===== src/rtl/eia_pkg.sv =====
package eia_pkg;
  localparam int unsigned NC = 6;  // causes
  localparam int unsigned NL = 4;  // interrupt lines

  // word indices of the register map
  localparam int unsigned IDX_RAW  = 0;
  localparam int unsigned IDX_MSK  = 1;
  localparam int unsigned IDX_MASK = 2;
  localparam int unsigned IDX_CLR  = 3;
  localparam int unsigned IDX_SET  = 4;

  // cause -> line: 0 gen, 1 reset-out, 2 sync0, 3 sync1
  localparam int unsigned CAUSE_LINE [NC] = '{0, 0, 0, 1, 2, 3};
  localparam logic [NC-1:0] DMA_CAUSES = 6'b11_0000;
endpackage


===== src/rtl/eia_capture.sv =====
module eia_capture #(
  parameter int unsigned SYNC_STAGES = 2
) (
  input  logic                   clk_i,
  input  logic                   rst_ni,
  input  logic [eia_pkg::NC-1:0] evt_i,
  output logic [eia_pkg::NC-1:0] edge_o
);
  import eia_pkg::*;

  logic [NC-1:0] evt_s, prev_q;

  generate
    if (SYNC_STAGES == 0) begin : g_nosync
      assign evt_s = evt_i;
    end else begin : g_sync
      logic [SYNC_STAGES-1:0][NC-1:0] chain_q;
      always_ff @(posedge clk_i or negedge rst_ni) begin
        if (!rst_ni) chain_q <= '0;
        else begin
          chain_q[0] <= evt_i;
          for (int i = 1; i < SYNC_STAGES; i++) chain_q[i] <= chain_q[i-1];
        end
      end
      assign evt_s = chain_q[SYNC_STAGES-1];
    end
  endgenerate

  always_ff @(posedge clk_i or negedge rst_ni) begin
    if (!rst_ni) prev_q <= '0;
    else         prev_q <= evt_s;
  end

  assign edge_o = evt_s & ~prev_q;
endmodule


===== src/rtl/eia_status.sv =====
module eia_status #(
  parameter int unsigned ADDR_W = 5,
  parameter int unsigned DATA_W = 32
) (
  input  logic                   clk_i,
  input  logic                   rst_ni,
  input  logic [eia_pkg::NC-1:0] edge_i,
  input  logic                   req_i,
  input  logic                   we_i,
  input  logic [ADDR_W-1:0]      addr_i,
  input  logic [DATA_W-1:0]      wdata_i,
  output logic [DATA_W-1:0]      rdata_o,
  output logic [eia_pkg::NC-1:0] raw_o,
  output logic [eia_pkg::NC-1:0] mask_o
);
  import eia_pkg::*;

  localparam int unsigned IDX_W = ADDR_W - 2;
  localparam int unsigned PAD_W = DATA_W - NC;

  logic [IDX_W-1:0] idx;
  logic             aligned, wr;
  logic [NC-1:0]    wbits, clr_v, set_v, raw_q, mask_q, rd_bits;
  logic             unused_wdata_hi;

  assign idx     = addr_i[ADDR_W-1:2];
  assign aligned = (addr_i[1:0] == 2'b00);
  assign wr      = req_i & we_i & aligned;
  assign wbits   = wdata_i[NC-1:0];
  assign unused_wdata_hi = ^wdata_i[DATA_W-1:NC];

  assign clr_v = (wr && idx == IDX_W'(IDX_CLR)) ? wbits : '0;
  assign set_v = (wr && idx == IDX_W'(IDX_SET)) ? wbits : '0;

  // event and set win over clear
  always_ff @(posedge clk_i or negedge rst_ni) begin
    if (!rst_ni) raw_q <= '0;
    else         raw_q <= (raw_q & ~clr_v) | set_v | edge_i;
  end

  always_ff @(posedge clk_i or negedge rst_ni) begin
    if (!rst_ni) mask_q <= '0;
    else if (wr && idx == IDX_W'(IDX_MASK)) mask_q <= wbits;
  end

  always_comb begin
    rd_bits = '0;
    if (aligned) begin
      case (idx)
        IDX_W'(IDX_RAW):  rd_bits = raw_q;
        IDX_W'(IDX_MSK):  rd_bits = raw_q & mask_q;
        IDX_W'(IDX_MASK): rd_bits = mask_q;
        default:          rd_bits = '0;
      endcase
    end
  end

  assign rdata_o = {{PAD_W{1'b0}}, rd_bits};
  assign raw_o   = raw_q;
  assign mask_o  = mask_q;
endmodule


===== src/rtl/eia_router.sv =====
module eia_router (
  input  logic                   clk_i,
  input  logic                   rst_ni,
  input  logic [eia_pkg::NC-1:0] raw_i,
  input  logic [eia_pkg::NC-1:0] mask_i,
  input  logic [eia_pkg::NC-1:0] edge_i,
  output logic [eia_pkg::NL-1:0] irq_o,
  output logic                   dma_o
);
  import eia_pkg::*;

  logic [NC-1:0] masked;
  logic [NL-1:0] line_d, irq_q;
  logic          dma_q;

  assign masked = raw_i & mask_i;

  generate
    for (genvar l = 0; l < NL; l++) begin : g_line
      logic [NC-1:0] sel;
      for (genvar c = 0; c < NC; c++) begin : g_cause
        assign sel[c] = masked[c] && (CAUSE_LINE[c] == l);
      end
      assign line_d[l] = |sel;
    end
  endgenerate

  always_ff @(posedge clk_i or negedge rst_ni) begin
    if (!rst_ni) begin
      irq_q <= '0;
      dma_q <= 1'b0;
    end else begin
      irq_q <= line_d;
      dma_q <= |(edge_i & DMA_CAUSES);
    end
  end

  assign irq_o = irq_q;
  assign dma_o = dma_q;
endmodule


===== src/rtl/evt_irq_agg.sv =====
module evt_irq_agg #(
  parameter int unsigned SYNC_STAGES = 2,
  parameter int unsigned ADDR_W      = 5,
  parameter int unsigned DATA_W      = 32
) (
  input  logic                   clk_i,
  input  logic                   rst_ni,
  input  logic [eia_pkg::NC-1:0] evt_i,
  input  logic                   req_i,
  input  logic                   we_i,
  input  logic [ADDR_W-1:0]      addr_i,
  input  logic [DATA_W-1:0]      wdata_i,
  output logic [DATA_W-1:0]      rdata_o,
  output logic                   irq_gen_o,
  output logic                   irq_rst_o,
  output logic                   irq_sync0_o,
  output logic                   irq_sync1_o,
  output logic                   dma_sync_o
);
  import eia_pkg::*;

  logic [NC-1:0] evt_edge, raw_q, mask_q;
  logic [NL-1:0] irq_v;

  eia_capture #(.SYNC_STAGES(SYNC_STAGES)) u_capture (
    .clk_i  (clk_i),
    .rst_ni (rst_ni),
    .evt_i  (evt_i),
    .edge_o (evt_edge)
  );

  eia_status #(.ADDR_W(ADDR_W), .DATA_W(DATA_W)) u_status (
    .clk_i   (clk_i),
    .rst_ni  (rst_ni),
    .edge_i  (evt_edge),
    .req_i   (req_i),
    .we_i    (we_i),
    .addr_i  (addr_i),
    .wdata_i (wdata_i),
    .rdata_o (rdata_o),
    .raw_o   (raw_q),
    .mask_o  (mask_q)
  );

  eia_router u_router (
    .clk_i  (clk_i),
    .rst_ni (rst_ni),
    .raw_i  (raw_q),
    .mask_i (mask_q),
    .edge_i (evt_edge),
    .irq_o  (irq_v),
    .dma_o  (dma_sync_o)
  );

  assign irq_gen_o   = irq_v[0];
  assign irq_rst_o   = irq_v[1];
  assign irq_sync0_o = irq_v[2];
  assign irq_sync1_o = irq_v[3];
endmodule


===== config.mk =====
export PLATFORM = sky130hd
export DESIGN_NAME = evt_irq_agg
export DESIGN_NICKNAME = d
export VERILOG_FILES = /design/src/rtl/eia_pkg.sv /design/src/rtl/eia_capture.sv /design/src/rtl/eia_status.sv /design/src/rtl/eia_router.sv /design/src/rtl/evt_irq_agg.sv
export SDC_FILE = /design/constraint.sdc
export NUM_CORES = 1
export LEC_CHECK = 0
export BUFFER_PORTS_ARGS = -buffer_cell sky130_fd_sc_hd__buf_2
export CAP_MARGIN = 20
export CORE_MARGIN = 8
export CORE_UTILIZATION = 25
export DETAILED_ROUTE_END_ITERATION = 8
export SLEW_MARGIN = 0
export SYNTH_ARGS = -nofsm -noshare
export SYNTH_HDL_FRONTEND = slang
export SYNTH_SLANG_ARGS = --single-unit

===== constraint.sdc =====
create_clock -name clk_i -period 1.1 [get_ports clk_i]
set_clock_uncertainty 0.05 [all_clocks]
set_input_delay 0.22 -clock clk_i [delete_from_list [all_inputs] [get_ports clk_i]]
set_output_delay 0.22 -clock clk_i [all_outputs]
set_load 0.01 [all_outputs]

* Yosys cells after proc, flatten, opt, wreduce, memory -nomap -nowiden
Index checks and enable logic that the tools add are counted.
** Cells by class
- Bitwise gates (word level) :: 9
- Shifts and indexed selects :: 0
- Magnitude comparators :: 0
- Mux-type cells :: 4
- Reductions and logical operators :: 7
- Add/sub/neg operators :: 0
- Divide/modulo/power cells :: 0
- Equality and inequality tests :: 4
- Multiply operators :: 0
** Operators by type and width (count)
- $and A6 B6 Y6 :: 3
- $mux W6 :: 3
- $pmux W6 S3 :: 1
- $not A6 Y6 :: 2
- $or A6 B6 Y6 :: 2
- $eq A3 B2 Y1 const B :: 2
- $eq A3 B1 Y1 const B :: 1
- $eq A3 B3 Y1 const B :: 1
- $logic_and A1 B1 Y1 :: 3
- $logic_not A3 Y1 :: 1
- $reduce_or A3 Y1 :: 1
- $and A1 B1 Y1 :: 2
- $logic_not A2 Y1 :: 1
- $reduce_or A2 Y1 :: 1
** Word-level totals
- Bits in registers :: 35
- Memory bits (writable) :: 0
- Bits in read-only memories :: 0
- Input port bits :: 47
- Logic and storage cells :: 31
- Bits in latches :: 0
- Memories :: 0

* Depth between registers and ports, before layout
Gate-level depths: netlist of the first run.
- Word-level depth :: 8
- Mapped depth :: 5
- Gate-level depth less buffers :: 3

* Modules after synthesis
Synthesis of the first run repeated with hierarchy kept, for this count alone.
** Unflattened totals
- Cell total of the unflattened synthesis :: 126
- Area total of the unflattened synthesis :: 1581.5 um^2
** Modules (own cells, without submodules)
- eia_status :: cells an instance 91, seq. area each 300.3 um^2, area each 884.6 um^2, times used 1
- eia_capture :: cells an instance 24, seq. area each 450.4 um^2, area each 533.0 um^2, times used 1
- eia_router :: cells an instance 11, seq. area each 125.1 um^2, area each 163.9 um^2, times used 1

* Worst setup path before layout of the first run
Ideal clock, no wire load.
- Path kind :: input-to-reg
- From :: in we_i
- To :: reg u_status.raw_q[3], in the netlist u_status.raw_o[3]
- Library setup time :: 0.126 ns
- Data arrival time :: 1.098 ns
- Setup slack :: -0.174 ns
- Cell stages on the path :: 5
- Path through :: nor4bb_4 buf_6 and3_4 buf_6 a221o_1
** Between the ends
- Cells in the longest elaborated chain, start to end :: 8
** RTL lines
- start, declared :: line evt_irq_agg.sv:10 : input logic we_i,
- $and A1 B1 Y1 (*) (2 in a row) :: line eia_status.sv:28 : assign wr = req_i & we_i & aligned;
- $logic_and A1 B1 Y1 :: line eia_status.sv:32 : assign clr_v = (wr && idx == IDX_W'(IDX_CLR)) ? wbits : '0;
- $mux W6 :: line eia_status.sv:32
- $not A6 Y6 :: line eia_status.sv:38 : else raw_q <= (raw_q & ~clr_v) | set_v | edge_i;
- $and A6 B6 Y6 :: line eia_status.sv:38
- $or A6 B6 Y6 (*) (2 in a row) :: line eia_status.sv:38
- end signal, assigned :: line eia_status.sv:38
- end, declared :: line eia_status.sv:23 : logic [NC-1:0] wbits, clr_v, set_v, raw_q, mask_q, rd_bits;
Mark *: on every way between the ends. The rest lies on a longest branch, timed or not.
A chain may end at the register's enable or synchronous reset.

* Worst setup path in the final report of the first run
- From :: reg u_status.mask_q[0], in the netlist u_status.mask_o[0]
- To :: out rdata_o[0]
** Between the ends
- Cells in the longest elaborated chain, start to end :: 3
** RTL lines
- start, declared :: line eia_status.sv:23
- start signal, assigned :: line eia_status.sv:43 : else if (wr && idx == IDX_W'(IDX_MASK)) mask_q <= wbits;
- $and A6 B6 Y6 :: line eia_status.sv:51 : IDX_W'(IDX_MSK): rd_bits = raw_q & mask_q;
- $pmux W6 S3 (*) :: line eia_status.sv:49 : case (idx)
- $mux W6 (*) :: line eia_status.sv:48 : if (aligned) begin
- end, declared :: line evt_irq_agg.sv:13 : output logic [DATA_W-1:0] rdata_o,
Marks and branches as above.

==> impl_summary.log, run 1 <==
INFO  metric via_count_of_the_first_global_routing_pass = about 1100
INFO  metric synth_seq_cells = 35
INFO  metric pin_count = 84
INFO  metric final_layout_size_suffix_gt1_frac = 0.475
INFO  metric gpl.final_weighted_congestion = 0.745
INFO  metric clock_buffer_depth = 2
INFO  metric fmax = a little under 0.7 GHz
INFO  metric routedWlPerCell = between 10 and 15 um
INFO  metric netlist_area = 1570 sq um
INFO  metric globalRouteTotalUtil = 0.0724
INFO  metric dieHeight = 95.2 um
INFO  metric cp_data_arrival_time = 1.20 ns
INFO  metric antenna_violating_nets_post_route = 0
INFO  metric ctsHtreeMaxLevel = 2
INFO  metric final_net_count = 228
INFO  metric netlist_top_cells_area = dfrtp_1 56%, buf_4 12%, mux2_4 5.7%
INFO  metric peakVddDrop = roughly 620 uV
INFO  metric synthToLayoutAreaGrowth = 35.5%
INFO  metric grt_start_max_net_pins = 36
INFO  metric post_drt_via_cell_ratio = about 3.9
INFO  metric netlist.top_cell.by_area = dfrtp_1
INFO  metric number_of_iterations_in_the_first_detailed_routing_pass = 4
INFO  metric worst_ep_required_time = just over 0.8 ns
INFO  metric worst-path-max-fanout = 2
INFO  metric post-route-worst-setup-slack = -0.373 ns
INFO  metric met3_length = 332 um
INFO  metric numCtsBuffers = 5
INFO  metric numPortBuffers = 31
INFO  metric grt_antenna_before_repair = 1
INFO  metric drv_cap = 0
INFO  metric critical_path_class = reg -> out
INFO  metric synth_top_cell_area_share = 0.559
INFO  metric die_width = approximately 95 um
INFO  metric power.density = 1320 nW/um^2
INFO  metric outcome = finished, violations left
INFO  metric uppermost_layer_routed = met5
INFO  metric first_iter_violations = 35
INFO  metric grt_setup_unrepaired = true
INFO  metric postSynthAreaPerCell = between 10 and 15 sq um
INFO  metric yosysUniqueCellTypes = 24
INFO  metric final_max_slew_viol_count = 0
INFO  metric drt_wl_total = 3140 um
INFO  metric post_synth_inst_count = about 120
INFO  metric setup.worst_path.start_class = flop
INFO  metric tritoncts_clock_tree = built
INFO  metric post-dp-hpwl = roughly 2300 um
INFO  metric clock_sink_count = 35
INFO  metric grt_first_pass_wirelength = about 5000 um
INFO  metric failed_checks = negative setup slack
INFO  metric synth-warning-count = 0
INFO  metric share_of_the_yosys_chip_area_belonging_to_registers = 0.559
INFO  metric antenna_cells = 0
INFO  metric cts.root.buffer_cell = clkbuf_8
INFO  metric vias_after_detailed_routing = between 1000 and 1500
INFO  metric clk_pin_slew_worst_paths = around 0.06 ns
INFO  metric timing_hold_violations_final = 0
INFO  metric report.final.setup_viol = 19
INFO  metric met1Wirelength = 1470 um
INFO  metric clock_latency = 0.28 ns
INFO  metric core-area = 6200 sq um
INFO  metric end_kind = output pin
INFO  metric core_rows = 29
INFO  metric design.die.area = 9060 sq um
INFO  metric period_minus_slack = approximately 1.5 ns
INFO  metric report.power.total = between 2 and 3 mW
INFO  metric globalRouteOverflowTotal = 0
INFO  metric wl_met2 = 1300 um
INFO  metric finalSetupTns = -2.79 ns
INFO  metric drc = 0
INFO  metric final.period_utilization = 1.34
INFO  metric starting_utilization_of_the_core_area = 0.253
INFO  metric static-leakage-power = around 1.0 nW
INFO  metric hold_path.class = in -> reg
synth_stat cells:
| cell | count |
|---|---|
| dfrtp_1 | 35 |
| buf_4 | 26 |
| nor2b_1 | 8 |
| a221o_1 | 6 |
| mux2_4 | 6 |
| nand3_1 | 6 |
| nor2_1 | 6 |
| a32oi_1 | 5 |
| nand2b_1 | 5 |
| and2_1 | 3 |
| buf_2 | 2 |
| buf_6 | 2 |
| inv_1 | 2 |
| a2111o_1 | 1 |
| a21oi_1 | 1 |
| a222oi_1 | 1 |
| and3_4 | 1 |
| and3b_1 | 1 |
| conb_1 | 1 |
| nand2_1 | 1 |
| nand3b_4 | 1 |
| nor4bb_4 | 1 |
| o21ai_0 | 1 |
| or2_2 | 1 |
power breakdown:
part           internal [mW]  total (mW)  switching (mW)
registers               1.38        1.41          0.0335
clock network          0.490       0.904           0.413
logic                  0.252       0.483           0.231
total                   2.12        2.80           0.677
area by class of cell:
class	count	area, sq um
Inverter	2	7.51
Clock inverter	1	5.00
Timing Repair Buffer	56	397
Multi-Input combinational cell	81	661
Clock buffer	6	82.6
Sequential cell	35	876
Fill cell	621	4080
Tap cell	77	96.3
worst max-delay path: stages, from the launching register on:
cell and delay, ns:
dfrtp_1 0.37, nand2b_4 0.14, a32oi_2 0.23, nor2_2 0.04, buf_2 0.14
cells in the final DEF, fill, tap and decap left out, types with 4 or more instances in the layout:
| cell | synthesis | final |
|---|---|---|
| dfrtp_1 | 35 | 35 |
| buf_2 | 2 | 29 |
| conb_1 | 1 | 26 |
| buf_4 | 26 | 15 |
| nor2b_1 | 8 | 7 |
| dlygate4sd3_1 | 0 | 7 |
| a221o_1 | 6 | 6 |
| mux2_4 | 6 | 6 |
| clkbuf_8 | 0 | 6 |
| a32oi_2 | 0 | 5 |
| nor2_2 | 0 | 5 |
| nand2b_4 | 0 | 4 |
final timing paths:
kind	cells past startpoint	endpoint	start	slack (ns)
worst max-delay path	4	rdata_o[0]	u_status.mask_o[0]	-0.37
worst min-delay path	2	u_status.mask_o[0]	wdata_i[0]	0.15
worst max register to register	3	u_router.irq_o[0]	u_status.mask_o[2]	-0.08
worst min register to register	0	u_capture.evt_s[3]	u_capture.g_sync.chain_q[3]	0.30
max in group asynchronous	3	u_router.irq_o[2]	rst_ni	0.44
min in group asynchronous	3	u_router.irq_o[1]	rst_ni	0.37
timing repair:
| item | in CTS | in global routing |
|---|---|---|
| hold buffers | 7 | 0 |
| gates resized for setup | 15 | 8 |
| endpoints found under the setup margin | 19 | 19 |
| endpoints found under the hold margin | 41 | 0 |
| buffers inserted | 0 | 0 |
| pin swaps | 12 | 8 |
layer usage:
metal	vias to the layer above	track usage
li1	490	-
met1	464	0.0915
met2	44	0.101
met3	5	0.0370
met4	2	0.0312
met5	-	0
logic make-up (layout without fill, tap and decap cells):
kind of cell,after synthesis,in the layout,synth area share
AND/OR/NAND/NOR,34,34,0.145
buffers and inverters,32,65,0.150
multiplexers,6,6,0.0575
AO/OA/AOI/OAI,15,15,0.0862
other,1,26,0.00239
flip-flops,35,35,0.559
state kept, by name, indices dropped and copies added, names as in the netlist:
signal,flops
u_capture.evt_s,6
u_capture.g_sync.chain_q,6
u_capture.prev_q,6
u_status.mask_o,6
u_status.raw_o,6
u_router.irq_o,4
u_router.dma_o,1
through the flow:
stage | utilization | cells | hold slack (ns) | area, sq um | setup slack [ns]
2_1_floorplan | - | 148 | -0.126 | 1680 | -0.160
3_3_place_gp | 0.298 | 244 | 0.143 | 1850 | -0.376
3_5_place_dp | 0.298 | 244 | 0.144 | 1850 | -0.404
4_1_cts | 0.337 | 258 | 0.143 | 2090 | -0.403
5_1_grt | 0.342 | 258 | 0.137 | 2120 | -0.439
6_report | 0.342 | 258 | 0.153 | 2120 | -0.373
No activity file was read; power rests on OpenSTA's default activity.
==> run 2: changes to the inputs <==
--- a/config.mk
+++ b/config.mk
@@ -10,6 +10,7 @@
 export CORE_MARGIN = 8
 export CORE_UTILIZATION = 25
 export DETAILED_ROUTE_END_ITERATION = 8
+export REMOVE_ABC_BUFFERS = 1
 export SLEW_MARGIN = 0
 export SYNTH_ARGS = -nofsm -noshare
 export SYNTH_HDL_FRONTEND = slang
==> run 2 against run 1 <==
Effect of this change: the run still ends with negative setup slack left; register-to-register slack better by 0.12 ns; count of clock-buffer cells in the layout unchanged; clock power up 21%; die area unchanged; wire length up 4.6%; utilization down 1.2 points; first-iteration DRC count down 26%; global-route usage up 0.24 points; non-clock buffer count unchanged; design area down 3.4%; critical path type unchanged.
==> impl_summary.log, run 2 (same netlist as run 1, synthesis figures left out) <==
INFO  metric period_minus_slack = 1.47 ns (about the same)
INFO  metric grt_setup_unrepaired = true (unchanged)
INFO  metric fmax = 0.678 GHz (was 0.679 GHz)
INFO  metric layout.cells.most_common_list = 35 x dfrtp_1, 28 x buf_2, 26 x conb_1, 16 x buf_4, 8 x nor2b_1 (was 35 x dfrtp_1, 29 x buf_2, 26 x conb_1, 15 x buf_4)
INFO  metric tritoncts_clock_tree = built (unchanged)
INFO  metric clk_pin_slew_worst_paths = 0.07 ns (was 0.06 ns)
INFO  metric number_of_iterations_in_the_first_detailed_routing_pass = 4 (unchanged)
INFO  metric seq_power_share = 0.481 (was 0.505)
INFO  metric grt_first_pass_wirelength = 5060 um (was 5000 um)
INFO  metric core-area = 6200 sq um (unchanged)
INFO  metric first_iter_violations = 26 (was 35)
INFO  metric final.period_utilization = 1.34 (about the same)
INFO  metric clock_buffer_depth = 2 (unchanged)
INFO  metric numPortBuffers = 31 (unchanged)
INFO  metric routedWlPerCell = 12.7 um (was 12.2 um)
INFO  metric pwr-share-comb = 0.149 (was 0.172)
INFO  metric hold_end = u_status.raw_o[0] (was u_status.mask_o[0])
INFO  metric ctsHtreeMaxLevel = 2 (unchanged)
INFO  metric critical_path_class = reg -> out (unchanged)
INFO  metric layout.area.seq = 876 sq um (unchanged)
INFO  metric r2r-start = u_status.mask_o[2] (unchanged)
INFO  metric dieHeight = 95.2 um (unchanged)
INFO  metric reg2reg_slack = 0.04 ns (was -0.08 ns)
INFO  metric failed_checks = negative setup slack (unchanged)
INFO  metric gpl.final_weighted_congestion = 0.815 (was 0.745)
INFO  metric vias_after_detailed_routing = 1002 (was 1005)
INFO  metric timing_hold_violations_final = 0 (unchanged)
INFO  metric antenna_cells = 0 (unchanged)
INFO  metric netsw = 0.660 mW (was 0.677 mW)
INFO  metric hold_path.class = in -> reg (unchanged)
INFO  metric static-leakage-power = 1.02 nW (was 1.03 nW)
INFO  metric end_kind = output pin (unchanged)
INFO  metric multi_input_area = 574 sq um (was 661 sq um)
INFO  metric starting_utilization_of_the_core_area = 0.253 (unchanged)
INFO  metric mostFrequentLayoutCell = dfrtp_1 (unchanged)
INFO  metric power.density = 1430 nW/um^2 (was 1320 nW/um^2)
INFO  metric design.die.area = 9060 sq um (unchanged)
INFO  metric globalRouteTotalUtil = 0.0747 (was 0.0724)
INFO  metric clock_power_share = 0.370 (was 0.323)
INFO  metric setup.worst_path.start_class = flop (unchanged)
INFO  metric synthToLayoutAreaGrowth = 30.9% (was 35.5%)
INFO  metric antenna_violating_nets_post_route = 0 (unchanged)
INFO  metric drc = 0 (unchanged)
INFO  metric hold_path_startpoint = wdata_i[0] (unchanged)
INFO  metric drv_cap = 0 (unchanged)
INFO  metric grt_antenna_before_repair = 0 (was 1)
INFO  metric holdWs = 0.147 ns (was 0.153 ns)
INFO  metric worst-path-max-fanout = 2 (unchanged)
INFO  metric via_count_of_the_first_global_routing_pass = 1046 (was 1082)
INFO  metric post_drt_via_cell_ratio = 3.88 (was 3.90)
INFO  metric cts.root.buffer_cell = clkbuf_8 (unchanged)
INFO  metric post-dp-hpwl = 2600 um (was 2340 um)
INFO  metric pin_count = 84 (unchanged)
INFO  metric grt_start_max_net_pins = 23 (was 36)
INFO  metric final_net_count = 228 (unchanged)
INFO  metric worst_ep_required_time = 0.83 ns (about the same)
INFO  metric cp_data_arrival_time = 1.20 ns (about the same)
INFO  metric switching_share = 0.225 (was 0.242)
INFO  metric outcome = finished, violations left (unchanged)
INFO  metric report.final.setup_viol = 15 (was 19)
INFO  metric nFillCells = 627 (was 621)
INFO  metric timing.rr.end = u_router.irq_o[0] (unchanged)
INFO  metric p_int = 2.27 mW (was 2.12 mW)
INFO  metric drt_wl_total = 3280 um (was 3140 um)
INFO  metric die_width = 95.2 um (unchanged)
INFO  metric core_rows = 29 (unchanged)
INFO  metric hold_depth = 2 (unchanged)
INFO  metric numCtsBuffers = 5 (unchanged)
INFO  metric clock_sink_count = 35 (unchanged)
INFO  metric peakVddDrop = 726 uV (was 622 uV)
INFO  metric globalRouteOverflowTotal = 0 (unchanged)
INFO  metric post-route-worst-setup-slack = -0.375 ns (was -0.373 ns)
INFO  metric reg2regPathDepth = 3 (unchanged)
INFO  metric final_layout_size_suffix_gt1_frac = 0.381 (was 0.475)
INFO  metric post-place-ws = -0.390 ns (was -0.404 ns)
INFO  metric final_max_slew_viol_count = 0 (unchanged)
INFO  metric clock_latency = 0.28 ns (about the same)
run 2: cell count changes in the layout (fill, tap and decap cells not counted), moves of 2 or more:
| cell | before | now |
|---|---|---|
| nor2_1 | 1 | 6 |
| nor2_2 | 5 | 0 |
| a32oi_1 | 0 | 4 |
| a32oi_2 | 5 | 1 |
| nand3_1 | 3 | 6 |
| nand3_2 | 3 | 0 |
| nand2b_1 | 1 | 3 |
| nand2b_4 | 4 | 2 |
run 2: how the worst max path moves through the flow:
stage,from,end,cells after the start
global placement,addr_i[2],rdata_o[1],4
finish,u_status.mask_o[1],rdata_o[1],4
detailed placement,addr_i[1],u_status.mask_o[4],5
floorplan,we_i,u_status.mask_o[0],3
global route,u_status.mask_o[1],rdata_o[1],4
CTS,u_status.mask_o[1],rdata_o[1],4
run 2: repair_timing:
action                     in CTS  in global routing
pin swaps                       7                 13
buffers inserted                0                  1
hold buffers                    7                  0
gates resized for setup         5                  6
hold endpoints to repair       19                  0
setup endpoints to repair      13                 19
run 2: cell type report:
class,instances,share of cell area
sequential,35,0.427
multi-input combinational,81,0.280
timing repair buffer,56,0.193
tap,77,0.0470
clock buffer,6,0.0354
clock inverter,1,0.0146
inverter,2,0.00366
run 2: routing by layer:
layer,routed length [um],GRT usage
met3,285,0.0354
met2,1550,0.110
met1,1380,0.0873
met4,72,0.0429
met5,0,0
run 2: critical path, cell delays in order, from the launching register on:
cell and delay, ns:
dfrtp_1 0.38, nand2b_4 0.14, a32oi_2 0.18, nor2_1 0.08, buf_2 0.14
run 2: through the flow:
stage | power [mW] | utilization | area (sq um) | setup TNS, ns | instances
4_1_cts | 2.97 | 0.324 | 2010 | -2.52 | 257
6_report | 2.93 | 0.331 | 2050 | -2.52 | 258
3_5_place_dp | 1.83 | 0.294 | 1830 | -6.04 | 243
3_3_place_gp | 1.82 | 0.294 | 1830 | -5.73 | 243
5_1_grt | 3.09 | 0.331 | 2050 | -3.49 | 258
2_1_floorplan | 1.63 | - | 1430 | -3.09 | 118
run 2: power groups by stage:
stage | Combinational, mW | Sequential, mW | Clock, mW
after floorplan | 0.174 | 1.45 | 0
after global placement | 0.392 | 1.43 | 0
after detailed placement | 0.398 | 1.44 | 0
after CTS | 0.423 | 1.41 | 1.14
after global routing | 0.481 | 1.42 | 1.19
final | 0.437 | 1.41 | 1.09
==> run 3: changes to the inputs <==
--- a/config.mk
+++ b/config.mk
@@ -5,12 +5,13 @@
 export SDC_FILE = /design/constraint.sdc
 export NUM_CORES = 1
 export LEC_CHECK = 0
-export BUFFER_PORTS_ARGS = -buffer_cell sky130_fd_sc_hd__buf_2
+export BUFFER_PORTS_ARGS = -buffer_cell sky130_fd_sc_hd__buf_4
 export CAP_MARGIN = 20
 export CORE_MARGIN = 8
 export CORE_UTILIZATION = 25
 export DETAILED_ROUTE_END_ITERATION = 8
 export REMOVE_ABC_BUFFERS = 1
+export SETUP_SLACK_MARGIN = 0.1
 export SLEW_MARGIN = 0
 export SYNTH_ARGS = -nofsm -noshare
 export SYNTH_HDL_FRONTEND = slang
==> run 3 against run 2 <==
Effect of this change: the run still ends with negative setup slack left; design area rose by 8.7%; flip-flop and latch count is the same; count of clock-buffer cells in the layout down 1.
==> impl_summary.log, run 3 (same netlist as run 1, synthesis figures left out) <==
INFO  metric outcome = finished, violations left (unchanged)
INFO  metric failed_checks = negative setup slack (unchanged)
INFO  metric numCtsBuffers = 5 (unchanged)
INFO  metric vias_after_detailed_routing = 1036 (was 1002)
INFO  metric starting_utilization_of_the_core_area = 0.253 (unchanged)
INFO  metric critical_path_class = reg -> out (unchanged)
INFO  metric numPortBuffers = 31 (unchanged)
INFO  metric core_rows = 29 (unchanged)
INFO  metric multi_input_area = 637 sq um (was 574 sq um)
INFO  metric hold_end = u_status.raw_o[5] (was u_status.raw_o[0])
INFO  metric clock_sink_count = 35 (unchanged)
INFO  metric critical_path.max_stage_delay = 0.39 ns (was 0.38 ns)
INFO  metric final_max_slew_viol_count = 0 (unchanged)
INFO  metric peakVddDrop = 733 uV (was 726 uV)
INFO  metric design.die.area = 9060 sq um (unchanged)
INFO  metric worst-path-max-fanout = 2 (unchanged)
INFO  metric report.power.total = 3.15 mW (was 2.93 mW)
INFO  metric hold_depth = 2 (unchanged)
INFO  metric post-dp-hpwl = 2610 um (was 2600 um)
INFO  metric routedWlPerCell = 13.5 um (was 12.7 um)
INFO  metric dieHeight = 95.2 um (unchanged)
INFO  metric via_count_of_the_first_global_routing_pass = 1089 (was 1046)
INFO  metric first_iter_violations = 18 (was 26)
INFO  metric clock_latency = 0.30 ns (was 0.28 ns)
INFO  metric clk_pin_slew_worst_paths = 0.08 ns (was 0.07 ns)
INFO  metric number_of_iterations_in_the_first_detailed_routing_pass = 4 (unchanged)
INFO  metric report.final.setup_viol = 16 (was 15)
INFO  metric cp_data_arrival_time = 1.24 ns (was 1.20 ns)
INFO  metric final.period_utilization = 1.37 (was 1.34)
INFO  metric core-area = 6200 sq um (unchanged)
INFO  metric mostFrequentLayoutCell = buf_4 (was dfrtp_1)
INFO  metric gpl.final_weighted_congestion = 0.753 (was 0.815)
INFO  metric hold_path.class = in -> reg (unchanged)
INFO  metric tritoncts_clock_tree = built (unchanged)
INFO  metric globalRouteTotalUtil = 0.0797 (was 0.0747)
INFO  metric final_util = 0.360 (was 0.331)
INFO  metric end_kind = output pin (unchanged)
INFO  metric layout.cells.most_common_list = 40 x buf_4, 35 x dfrtp_1, 26 x conb_1 (was 35 x dfrtp_1, 28 x buf_2, 26 x conb_1, 16 x buf_4, 8 x nor2b_1)
INFO  metric critical_path_buf_inv_count = 1 (unchanged)
INFO  metric synthToLayoutAreaGrowth = 42.3% (was 30.9%)
INFO  metric r2r-start = u_status.mask_o[1] (was u_status.mask_o[2])
INFO  metric setup.worst_path.start_class = flop (unchanged)
INFO  metric nFillCells = 610 (was 627)
INFO  metric final_net_count = 229 (was 228)
INFO  metric grt_antenna_before_repair = 0 (unchanged)
INFO  metric fmax = 0.661 GHz (was 0.678 GHz)
INFO  metric drv_cap = 0 (unchanged)
INFO  metric static-leakage-power = 1.07 nW (was 1.02 nW)
INFO  metric design_area = 2230 sq um (was 2050 sq um)
INFO  metric period_minus_slack = 1.51 ns (was 1.47 ns)
INFO  metric worst_path_dominant_cell_family = flip-flops (unchanged)
INFO  metric layout.area.seq = 876 sq um (unchanged)
INFO  metric timing_hold_violations_final = 0 (unchanged)
INFO  metric post-place-ws = -0.406 ns (was -0.390 ns)
INFO  metric ctsHtreeMaxLevel = 2 (unchanged)
INFO  metric grt_setup_unrepaired = true (unchanged)
INFO  metric drc = 0 (unchanged)
INFO  metric drt_wl_total = 3500 um (was 3280 um)
INFO  metric power.density = 1410 nW/um^2 (was 1430 nW/um^2)
INFO  metric antenna_violating_nets_post_route = 0 (unchanged)
INFO  metric crit_chain = nand2b_4, a32oi_2, nor2_1, buf_4 (was nand2b_4, a32oi_2, nor2_1, buf_2)
INFO  metric post_drt_via_cell_ratio = 3.98 (was 3.88)
INFO  metric grt_first_pass_wirelength = 5350 um (was 5060 um)
INFO  metric pin_count = 84 (unchanged)
INFO  metric reg2reg_slack = 0 ns (was 0.04 ns)
INFO  metric clock_buffer_depth = 2 (unchanged)
INFO  metric final_layout_size_suffix_gt1_frac = 0.448 (was 0.381)
INFO  metric hold_path_startpoint = wdata_i[5] (was wdata_i[0])
INFO  metric reg2regPathDepth = 3 (unchanged)
INFO  metric cts.root.buffer_cell = clkbuf_8 (unchanged)
INFO  metric timing.rr.end = u_router.irq_o[0] (unchanged)
INFO  metric finalSetupTns = -2.61 ns (was -2.52 ns)
INFO  metric post-route-worst-setup-slack = -0.412 ns (was -0.375 ns)
INFO  metric placement.cell_area = 1890 sq um (was 1830 sq um)
INFO  metric cpMaxStageDelayCell = dfrtp_1 (unchanged)
INFO  metric antenna_cells = 0 (unchanged)
INFO  metric die_width = 95.2 um (unchanged)
INFO  metric grt_start_max_net_pins = 36 (was 23)
INFO  metric worst_ep_required_time = 0.83 ns (about the same)
INFO  metric globalRouteOverflowTotal = 0 (unchanged)
## run 3: per-stage QoR
step | cells | hold WS (ns)
after floorplan | 118 | -0.126
after global placement | 243 | 0.146
after detailed placement | 243 | 0.148
after CTS | 259 | 0.117
after global routing | 260 | 0.116
final | 260 | 0.122
## run 3: power breakdown
part | internal, mW | switching (mW)
Sequential | 1.38 | 0.0407
Combinational | 0.302 | 0.222
Clock | 0.683 | 0.520
Total | 2.36 | 0.783
## run 3: metal layers
layer | part of all wire | global-route usage | up-vias
li1 | - | - | 490
met1 | 0.40 | 0.0851 | 503
met2 | 0.49 | 0.126 | 34
met3 | 0.088 | 0.0425 | 9
met4 | 0.022 | 0.0403 | 0
met5 | 0 | 0 | -
## run 3: area by class of cell
class                      count  area share
tap                           77      0.0432
timing repair buffer          57       0.224
multi-input combinational     81       0.285
clock inverter                 3      0.0208
clock buffer                   5      0.0308
inverter                       2     0.00337
sequential                    35       0.393
## run 3: worst max-delay path by stage
stage | from | endpoint | slack, ns | depth (start not counted)
after global placement | addr_i[2] | rdata_o[5] | -0.39 | 4
after CTS | u_status.mask_o[1] | rdata_o[1] | -0.45 | 4
after global routing | u_status.mask_o[1] | rdata_o[1] | -0.47 | 4
after floorplan | we_i | u_status.mask_o[0] | -0.27 | 3
after detailed placement | addr_i[1] | u_status.mask_o[1] | -0.41 | 5
final | u_status.mask_o[1] | rdata_o[1] | -0.41 | 4
## run 3: what timing repair did
action | 4_1_cts | 5_1_grt
buffers inserted | 1 | 1
setup endpoints to repair | 24 | 24
cloned | 0 | 0
gates resized for setup | 17 | 13
pin swaps | 11 | 13
endpoints found under the hold margin | 41 | 0
hold buffers | 7 | 0
